==> src/rtl/bincnt_pkg.sv <==
package bincnt_pkg;
  localparam int unsigned STAGE_W = 4;

  typedef enum logic [1:0] {
    OP_HOLD  = 2'd0,
    OP_LOAD  = 2'd1,
    OP_COUNT = 2'd2
  } cnt_op_t;
endpackage

==> src/rtl/bincnt_mode_dec.sv <==
module bincnt_mode_dec
  import bincnt_pkg::*;
(
  input  logic    load_n,
  input  logic    en_p,
  input  logic    en_t,
  output cnt_op_t op
);
  // Load outranks both enables; counting needs both enables.
  always_comb begin
    if (!load_n)            op = OP_LOAD;
    else if (en_p && en_t)  op = OP_COUNT;
    else                    op = OP_HOLD;
  end
endmodule

==> src/rtl/bincnt_stage.sv <==
module bincnt_stage
  import bincnt_pkg::*;
#(
  parameter int unsigned W = STAGE_W
) (
  input  logic         clk,
  input  logic         clr_n,
  input  logic         load_n,
  input  logic         en_p,
  input  logic         en_t,
  input  logic [W-1:0] d,
  output logic [W-1:0] q,
  output logic         rco
);
  localparam logic [W-1:0] ONE = W'(1);

  cnt_op_t      op;
  logic [W-1:0] q_nxt;

  bincnt_mode_dec u_dec (
    .load_n (load_n),
    .en_p   (en_p),
    .en_t   (en_t),
    .op     (op)
  );

  always_comb begin
    unique case (op)
      OP_LOAD:  q_nxt = d;
      OP_COUNT: q_nxt = q + ONE;
      default:  q_nxt = q;
    endcase
  end

  // Clear is part of the block's function and acts without a clock.
  always_ff @(posedge clk or negedge clr_n) begin
    if (!clr_n) q <= '0;
    else        q <= q_nxt;
  end

  // Look-ahead carry: only the trickle enable qualifies it.
  assign rco = en_t & (&q);
endmodule

==> src/rtl/sync_bin_counter_chain.sv <==
module sync_bin_counter_chain
  import bincnt_pkg::*;
#(
  parameter int unsigned WIDTH = 12
) (
  input  logic             clk,
  input  logic             clr_n,
  input  logic             load_n,
  input  logic             cnt_en_p,
  input  logic             cnt_en_t,
  input  logic [WIDTH-1:0] din,
  output logic [WIDTH-1:0] q,
  output logic             carry_out
);
  localparam int unsigned NSTAGES = WIDTH / STAGE_W;

  logic [NSTAGES:0] t_chain;

  assign t_chain[0] = cnt_en_t;

  for (genvar s = 0; s < NSTAGES; s++) begin : g_stage
    bincnt_stage #(.W(STAGE_W)) u_stage (
      .clk    (clk),
      .clr_n  (clr_n),
      .load_n (load_n),
      .en_p   (cnt_en_p),
      .en_t   (t_chain[s]),
      .d      (din[s*STAGE_W +: STAGE_W]),
      .q      (q[s*STAGE_W +: STAGE_W]),
      .rco    (t_chain[s+1])
    );
  end

  assign carry_out = t_chain[NSTAGES];
endmodule

==> config.mk <==
export PLATFORM = sky130hd
export DESIGN_NAME = sync_bin_counter_chain
export DESIGN_NICKNAME = d
export VERILOG_FILES = /design/src/rtl/bincnt_pkg.sv /design/src/rtl/bincnt_mode_dec.sv /design/src/rtl/bincnt_stage.sv /design/src/rtl/sync_bin_counter_chain.sv
export SDC_FILE = /design/constraint.sdc
export NUM_CORES = 1
export LEC_CHECK = 0
export ABC_AREA = 1
export ABC_CLOCK_PERIOD_IN_PS = 1200
export BUFFER_PORTS_ARGS = -buffer_cell sky130_fd_sc_hd__buf_4
export CELL_PAD_IN_SITES_DETAIL_PLACEMENT = 2
export CELL_PAD_IN_SITES_GLOBAL_PLACEMENT = 2
export CORE_MARGIN = 5
export CORE_UTILIZATION = 22
export DETAILED_ROUTE_END_ITERATION = 10
export PLACE_DENSITY = 0.77
export SLEW_MARGIN = 15
export SYNTH_ARGS = -nofsm -noshare
export SYNTH_HDL_FRONTEND = slang
export SYNTH_SLANG_ARGS = --single-unit
==> constraint.sdc <==
create_clock -name clk -period 1.2 [get_ports clk]
set_input_delay 0.24 -clock clk [delete_from_list [all_inputs] [get_ports clk]]
set_output_delay 0.24 -clock clk [all_outputs]
set_load 0.01 [all_outputs]
==> summary.md <==
| Metric | Value |
|---|---|
| Final instance area | `between 1000 and 1500 sq um` |
| Kind of critical path | `register to primary output` |
| Syn Area/Cell | `7.363 sq um` |
| Layout Skew | `0.004579 ns` |
| Least-Margin Pin Slew | `about 0.42 ns` |
| Clk slew on worst S/H paths | `0.10 ns` |
| Ys flop type | `dfrtp_1` |
| Drt pass-1 iters | `2` |
| Max VDD drop | `0.4499 mV` |
| Area leader, netlist | `dfrtp_1` |
| Power Dens Cells | `954.7 nW/um^2` |
| DR vias/cell | `4.621` |
| Synth top area share | `39.22%` |
| Ports | `30` |
| TNS Setup | `-2.717 ns` |
| CTS buffer count | `3` |
| Top Registers | `g_stage.u_stage.q: 12 flops` |
| Die area | `4760 sq um` |
| Most flop-heavy register | `g_stage.u_stage.q` |
| Root Driver | `clkbuf_4` |
| Yosys cell types | `21` |
| Setup crit start kind | `register` |
| Row count | `21` |
| Final HPWL DP | `2371 microns` |
| Asr flop ratio synth | `100.0%` |
| Die Wd | `69.00 microns` |
| Synthesized flop and latch total | `12` |
| Worst hold slack | `0.1560 ns` |
| Die Y | `between 60 and 70 microns` |
| Req. time, crit path | `0.96 ns` |
| Ant diodes | `0` |
| Global-route wire length before repair | `5416 microns` |
| RSZ-0062 raised after global routing | `yes` |
| Wire per inst | `16.75 microns` |
| Max H-tree Level | `1` |
| Synth top area cells | `dfrtp_1, nand2_1, nand3_1` |
| Max-slew headroom | `between 70% and 80%` |
| Met1 wire length | `about 1400 microns` |
| Final core utilization | `around two fifths` |
| Final Hold Vio Count | `0` |
| Fmax | `622.3 MHz` |
| Synth Instances | `104` |
| R2r startpoint | `g_stage[0].u_stage.q[3]$_DFFE_PN0P_` |
| Vias in the first global route | `around 1100` |
| Hold path depth | `3` |
| Starting Density | `22.77%` |
| Highest metal used | `met4` |
| Final Critical Period | `1.607 ns` |
| Synth-to-layout area growth | `81.70%` |
| Final Total Pwr | `1.328 mW` |
| Layout cells sized above 1 | `50.96%` |
| Pleak | `0.6877 nW` |
| Hold endpoint | `g_stage[0].u_stage.q[3]$_DFFE_PN0P_` |
| Placed instance area | `between 1000 and 1500 sq um` |
| Critical Path AT | `about 1.4 ns` |
| Worst R2R End | `g_stage[2].u_stage.q[3]$_DFFE_PN0P_` |
| Fin. max-slew vios | `0` |
| I/O Buffers | `29` |
| Largest net degree at the start of global routing | `13` |
| Final period util | `133.9%` |
| Routed met2 length | `1812 microns` |
| Clock sinks | `12` |
| Count of final setup violators | `17` |
| Ys Warns | `0` |
| Synthesized Nets | `124` |
| Max-cap viol count | `0` |
| Final worst slack | `-0.4070 ns` |
| Clk Latency, worst-skew pair | `0.30 ns` |
| Post-placement cell count | `192` |
| Worst R2R Setup Slack | `-0.36 ns` |
| Pre-CTS worst setup slack | `-0.2019 ns` |
| Status | `finished, violations left` |
| # DRC | `0` |
| Post-DRT Antenna Nets | `0` |
| Area of the mapped netlist | `765.7 sq um` |
| Critical Path Sink Type | `primary output` |
| Routed WL | `3400 microns` |
| Final #Nets | `178` |
| Clock Tree Buf Depth | `2` |
| Gr usage total | `16.09%` |
| 1st-iter DRT viols | `25` |
| Vias | `938` |
| Failing checks | `setup timing` |
| Grt ovf | `0` |
| Final Non-Filler Cells | `203` |
| Initial antenna violation count | `0` |
| Min-Delay Startpoint | `din[3]` |
| Critical path fanouts, max | `2` |
| FF-to-FF path depth | `10` |
| Max reg flops | `12` |
| Routed met3 length | `between 150 and 200 microns` |
| Worst hold path class | `input port to register` |
| EDFF count, synth | `0` |
| GP Congestion | `0.7687` |
| Sequential-to-total area share from yosys stat | `between 30% and 40%` |
| Core Area | `3363 sq um` |
| TritonCTS clock tree | `yes` |
-- placed cells by master, fill, tap and decap left out, types with 2 or more instances in the layout --
| cell type | Yosys | final |
|---|---|---|
| xor2_1 | 2 | 2 |
| buf_6 | 0 | 17 |
| nand4_1 | 2 | 2 |
| nand2_1 | 34 | 30 |
| nor2_1 | 8 | 6 |
| nand2_2 | 2 | 5 |
| nor2_4 | 1 | 4 |
| inv_1 | 8 | 8 |
| dfrtp_1 | 12 | 12 |
| buf_4 | 0 | 32 |
| nand3_2 | 0 | 5 |
| or2_2 | 4 | 4 |
| clkbuf_4 | 0 | 3 |
| nand3_1 | 16 | 11 |
-- kinds of logic after synthesis --
| family | after synthesis | share of synthesized area [%] |
|---|---|---|
| xor+xnor | 2 | 2.288 |
| buf+inv | 10 | 5.064 |
| compound gates | 4 | 3.267 |
| flops | 12 | 39.22 |
| simple gates | 73 | 45.26 |
| fa+ha+maj | 3 | 4.902 |
-- final cells by class --
class                           instances  area [sq um]
Tap cell                               46         57.56
Sequential cell                        12         300.3
Inverter                                9         33.78
Fill cell                             418          1972
Timing Repair Buffer                   50         441.7
Clock buffer                            4         36.28
Multi-Input combinational cell         82         521.8
-- metal layers --
layer / vias up / track usage (%)
met4: 0 / 6.083
met1: 465 / 16.24
met2: 25 / 31.55
li1: 442 / -
met3: 6 / 3.566
met5: - / 0
-- repair_timing --
| item | CTS | global route |
|---|---|---|
| resized for setup | 19 | 24 |
| endpoints found under the hold margin | 12 | 0 |
| pin swaps | 6 | 5 |
| hold buffers | 1 | 0 |
| setup endpoints to repair | 19 | 21 |
| buffers inserted | 11 | 7 |
| cloned | 0 | 0 |
-- Yosys cell counts, types with 2 or more instances --
| cell | number |
|---|---|
| inv_1 | 8 |
| nand4_1 | 2 |
| dfrtp_1 | 12 |
| nor3_1 | 2 |
| nand3_1 | 16 |
| nor2_1 | 8 |
| xor2_1 | 2 |
| nor2_2 | 2 |
| or2_2 | 4 |
| nand2_1 | 34 |
| ha_1 | 3 |
| nand2_2 | 2 |
-- worst max-delay path: stages (launching register included) --
cell and delay, ns:
dfrtp_1 0.41, nand2_1 0.17, nor2_4 0.17, nand3_2 0.07, nor3_2 0.10, buf_4 0.14
-- worst max-delay path by stage --
| stage | start | endpoint | slack (ns) | depth (start not counted) |
|---|---|---|---|---|
| 3_5_place_dp | g_stage[0].u_stage.q[1]$_DFFE_PN0P_ | g_stage[2].u_stage.q[3]$_DFFE_PN0P_ | -0.20 | 9 |
| 4_1_cts | g_stage[0].u_stage.q[1]$_DFFE_PN0P_ | carry_out | -0.40 | 6 |
| 5_1_grt | g_stage[0].u_stage.q[3]$_DFFE_PN0P_ | carry_out | -0.50 | 5 |
| 2_1_floorplan | g_stage[0].u_stage.q[0]$_DFFE_PN0P_ | carry_out | -0.16 | 5 |
| 3_3_place_gp | g_stage[0].u_stage.q[0]$_DFFE_PN0P_ | carry_out | -0.11 | 6 |
| 6_report | g_stage[0].u_stage.q[3]$_DFFE_PN0P_ | carry_out | -0.41 | 5 |
-- power breakdown --
part           leakage (nW)  switching, mW  internal, mW
clock network        0.0210          0.193         0.185
logic                 0.523          0.220         0.248
registers             0.144         0.0388         0.444
total                 0.688          0.452         0.877
(Power assumes the default switching activity.)
